--- src/rtl/qfic_pkg.sv ---
package qfic_pkg;
   localparam int SRC_PER_Q = 2;
   typedef enum logic [0:0] { SRC_DONE = 1'b0, SRC_PAUSE = 1'b1 } qfic_src_e;

   function automatic int flag_idx(input int q, input qfic_src_e s);
      return q * SRC_PER_Q + int'(s);
   endfunction
endpackage

--- src/rtl/qfic_flag_cell.sv ---
module qfic_flag_cell (
   input  logic clk,
   input  logic rst_n,
   input  logic evt,
   input  logic rd,
   input  logic wr,
   input  logic wbit,
   output logic flag,
   output logic armed
);
   logic clr_ok;

   // a zero written to a bit that the last read saw set
   assign clr_ok = wr & armed & ~wbit;

   always_ff @(posedge clk) begin
      if (!rst_n) begin
         flag  <= 1'b0;
         armed <= 1'b0;
      end else begin
         // event beats clear
         flag <= evt | (flag & ~clr_ok);
         if (evt || wr)
            armed <= 1'b0;
         else if (rd)
            armed <= flag;
      end
   end
endmodule

--- src/rtl/qfic_irq_merge.sv ---
module qfic_irq_merge #(
   parameter int W = 2
) (
   input  logic         clk,
   input  logic         rst_n,
   input  logic [W-1:0] flags,
   input  logic [W-1:0] enables,
   output logic         req
);
   always_ff @(posedge clk) begin
      if (!rst_n)
         req <= 1'b0;
      else
         req <= |(flags & enables);
   end
endmodule

--- src/rtl/qfic_top.sv ---
module qfic_top #(
   parameter int NQ = 2
) (
   input  logic            clk,
   input  logic            rst_n,
   input  logic [NQ-1:0]   done_evt,
   input  logic [NQ-1:0]   pause_evt,
   input  logic            stat_rd,
   input  logic            stat_wr,
   input  logic [2*NQ-1:0] stat_wdata,
   output logic [2*NQ-1:0] stat_rdata,
   input  logic            en_wr,
   input  logic [2*NQ-1:0] en_wdata,
   output logic [2*NQ-1:0] en_rdata,
   output logic [NQ-1:0]   irq
);
   import qfic_pkg::*;
   localparam int NF = NQ * SRC_PER_Q;

   if (NQ < 1 || NQ > 16) begin : g_bad_nq
      $error("qfic_top: NQ must be in 1..16");
   end
   if (NF != 2 * NQ) begin : g_bad_src
      $error("qfic_top: port layout assumes two sources per queue");
   end

   logic [NF-1:0] evt_vec;
   logic [NF-1:0] flags;
   logic [NF-1:0] armed;
   logic [NF-1:0] en_q;

   always_ff @(posedge clk) begin
      if (!rst_n)
         en_q <= '0;
      else if (en_wr)
         en_q <= en_wdata;
   end

   for (genvar q = 0; q < NQ; q++) begin : g_queue
      assign evt_vec[flag_idx(q, SRC_DONE)]  = done_evt[q];
      assign evt_vec[flag_idx(q, SRC_PAUSE)] = pause_evt[q];

      qfic_irq_merge #(.W(SRC_PER_Q)) u_merge (
         .clk     (clk),
         .rst_n   (rst_n),
         .flags   (flags[q*SRC_PER_Q +: SRC_PER_Q]),
         .enables (en_q[q*SRC_PER_Q +: SRC_PER_Q]),
         .req     (irq[q])
      );
   end

   for (genvar i = 0; i < NF; i++) begin : g_flag
      qfic_flag_cell u_cell (
         .clk   (clk),
         .rst_n (rst_n),
         .evt   (evt_vec[i]),
         .rd    (stat_rd),
         .wr    (stat_wr),
         .wbit  (stat_wdata[i]),
         .flag  (flags[i]),
         .armed (armed[i])
      );
   end

   assign stat_rdata = flags;
   assign en_rdata   = en_q;
endmodule

--- config.mk ---
export PLATFORM = sky130hd
export DESIGN_NAME = qfic_top
export DESIGN_NICKNAME = d
export VERILOG_FILES = /design/src/rtl/qfic_pkg.sv /design/src/rtl/qfic_flag_cell.sv /design/src/rtl/qfic_irq_merge.sv /design/src/rtl/qfic_top.sv
export SDC_FILE = /design/constraint.sdc
export NUM_CORES = 1
export LEC_CHECK = 0
export CORE_AREA = 2 2 39 41
export DETAILED_ROUTE_END_ITERATION = 6
export DIE_AREA = 0 0 41 43
export DONT_BUFFER_PORTS = 1
export GPL_TIMING_DRIVEN = 0
export SYNTH_ARGS = -nofsm -noshare
export SYNTH_HDL_FRONTEND = slang
export SYNTH_SLANG_ARGS = --single-unit
--- constraint.sdc ---
create_clock -name clk -period 0.9 [get_ports clk]
set_input_delay 0.045 -clock clk [delete_from_list [all_inputs] [get_ports clk]]
set_output_delay 0.045 -clock clk [all_outputs]
set_load 0.005 [all_outputs]
==> summary.md <==
| Metric | Value |
|---|---|
| Synth area leader | dfxtp_1 |
| Hold Vio Cnt, Final | 0 |
| Routed WL | 1080 µm |
| Routed Antenna Nets | 0 |
| Max VDD drop | 0.00111 V |
| WP data required | 0.85 ns |
| Adder-Cell Fraction of Synth Area | 0% |
| Top Family by Delay on Critical Path | flip-flops |
| CORE AREA | 1380 µm² |
| Sequential fraction of the synthesis area | 48.9% |
| Routability Congestion | 0.613 |
| Pwr Density | 1560 nW/µm² |
| DR vias | 437 |
| Mean post-synth cell area | 10.2 µm² |
| RSZ-0062 raised after global routing | false |
| Gr ovfl total | 0 |
| Dpl cells | 72 |
| Final Util | 53.9% |
| Fmax | 1.20 GHz |
| Slew @ Worst Pin | 0.156 ns |
| Top area cells in the synthesized netlist | dfxtp_1 49%, mux2i_1 14%, buf_4 9.2% |
| Compound-gate portion of the synthesized area | 9.39% |
| Final max-slew violation count | 0 |
| ANT cells | 0 |
| Overall Global Routing Usage | 14.2% |
| Arrival @ worst endpoint | 0.79 ns |
| Hold WC Path Type | input pin to register |
| Initial core utilization | 41.4% |
| Clk sinks | 14 |
| Residual DRC | 0 |
| Crit path largest cell delay | 0.38 ns |
| Distinct cells, synth | 14 |
| Post-synth net total | 73 |
| Ports | 27 |
| Critical Path Start Type | register |
| Post-DP HPWL | 695 µm |
| Post-CTS Repair Setup Buffers | 0 |
| Status | finished clean |
| Fillers | 120 |
| Min Clock Period, post-route | 0.832 ns |
| Hold_buf cts | 13 |
| Final setup violation count | 0 |
| CTS resizes | 0 |
| Largest family of logic cells by synthesized area | simple AND/OR/NAND/NOR gates |
| Port buffer count | 0 |
| Crit share post-route | 92.4% |
| Die Span X | 41 µm |
| Post-synth EDFFs | 0 |
| Top cells by count, synth | 14 x dfxtp_1, 8 x mux2i_1, 7 x buf_4 |
| Clock root buffer | clkbuf_4 |
| Via density | 4.97 |
| Non-Filler Instances | 88 |
| Drt pass-1 iters | 2 |
| Die height | 43 µm |
| Flops & latches, synth | 14 |
| Clk slew on worst S/H paths | 0.08 ns |
| Maximum number of buffers from clock root to sink | 2 |
| Area of the multi-input gates | 230 µm² |
| WS Path Type | register to primary output |
| Setup_tns | 0 ns |
| Critical Path End Type | primary output |
| Fin nets | 91 |
| Largest net degree at the start of global routing | 11 |
| CP bufs+invs | 1 |
| Top FF cell, synth | dfxtp_1 |
| Num CTS Buffers | 3 |
| CTS tree | done |
| Yosys top cell area share | 48.9% |
| Worst Skew | 0.000433 ns |
| Synthesis-to-layout area growth | 30.1% |
| Number of global-route vias before repair | 403 |
| Iter 0 DRT Violations | 1 |
| Top-count cell post-synth | dfxtp_1 |
| Die area | 1760 µm² |
| H-Tree Depth | 1 |
| CP Max Fanout | 4 |
| Routed len/inst | 12.3 µm |
| Ys Warns | 0 |
| Worst-skew pair later-pin latency | 0.27 ns |
| First-pass GRT wire length | 1540 µm |
| Mapped cell area | 573 µm² |
| MaxCap Viol Count | 0 |
| Layout cell share with drive strength beyond 1 | 18.1% |
| Leak | 0.314 nW |
| Post-synthesis mux area share | 14.0% |
| Synth Area in Simple Gates | 16.8% |
| Slew margin rel. | 89.3% |
| Gate Count Post-Synth | 56 |
| Post-synthesis async set-or-reset flop share | 0% |
| Reg area | 280 µm² |
| CP Cell Sequence | buf_4 |
| # rows | 14 |
| Critical path's slowest cell | dfxtp_1 |
| Xor/xnor share of the synthesized area | 0% |
| Initial antenna violation count | 0 |
## area by class of cell
class / instances / share of cell area (%)
Sequential cell: 14 / 37.6
Buffer: 9 / 8.39
Tap cell: 16 / 2.68
Multi-Input combinational cell: 33 / 30.9
Clock buffer: 3 / 3.02
Timing Repair Buffer: 13 / 17.4
## metal layers
metal,up-vias,global-route usage [%],wire length [µm]
met5,-,0,0
met1,189,13.9,452
met4,0,10.0,18
met3,2,8.38,105
li1,224,-,-
met2,22,20.9,503
## flip-flops by register name, indices dropped and copies added (netlist names)
| signal | count |
|---|---|
| en_rdata | 4 |
| g_flag.u_cell.armed | 4 |
| g_flag.u_cell.flag | 4 |
| g_queue.u_merge.req | 2 |
## per-stage QoR
stage	power (mW)	hold slack (ns)	cell area, µm²	setup slack [ns]
finish	1.16	0.0221	746	0.0685
global placement	0.791	0.117	593	0.210
detailed placement	0.792	0.117	593	0.216
CTS	1.19	0.00883	746	0.0426
floorplan	0.774	0.115	573	0.251
global route	1.23	0.0179	746	0.0177
## power breakdown
group          switching, mW  leakage [nW]  internal (mW)
logic                 0.0556         0.185         0.0976
clock network          0.183        0.0138          0.155
registers             0.0253         0.115          0.648
## final timing paths
| kind | slack (ns) | start | endpoint | cells after the start |
|---|---|---|---|---|
| worst min register to register | 0.44 | g_flag[1].u_cell.armed$_SDFFE_PP0P_ | g_flag[1].u_cell.flag$_SDFF_PN0_ | 1 |
| worst max-delay path | 0.07 | g_flag[1].u_cell.flag$_SDFF_PN0_ | stat_rdata[1] | 1 |
| worst max register to register | 0.21 | en_rdata[0]$_SDFFE_PN0P_ | g_queue[0].u_merge.req$_SDFF_PN0_ | 2 |
| worst min-delay path | 0.02 | stat_wr | g_flag[2].u_cell.flag$_SDFF_PN0_ | 2 |
## cell families after synthesis
kind of cell / after synthesis
AOI/OAI and AO/OA: 9
and+or+nand+nor: 16
muxes: 8
buffers and inverters: 9
DFF: 14
## cell usage in the layout (no fill, tap or decap)
cell and instances:
nor2_1 4, a22oi_1 2, nor3_2 1, o21ai_1 3, buf_4 7, nand2b_1 1
o21ai_0 1, dfxtp_1 14, dlygate4sd3_1 13, clkbuf_4 3, nor3_1 3, nor2b_1 6
mux2i_1 8, and4bb_1 1, a31oi_1 3, buf_2 2
Note: power is estimated with default switching activity, not from simulation.
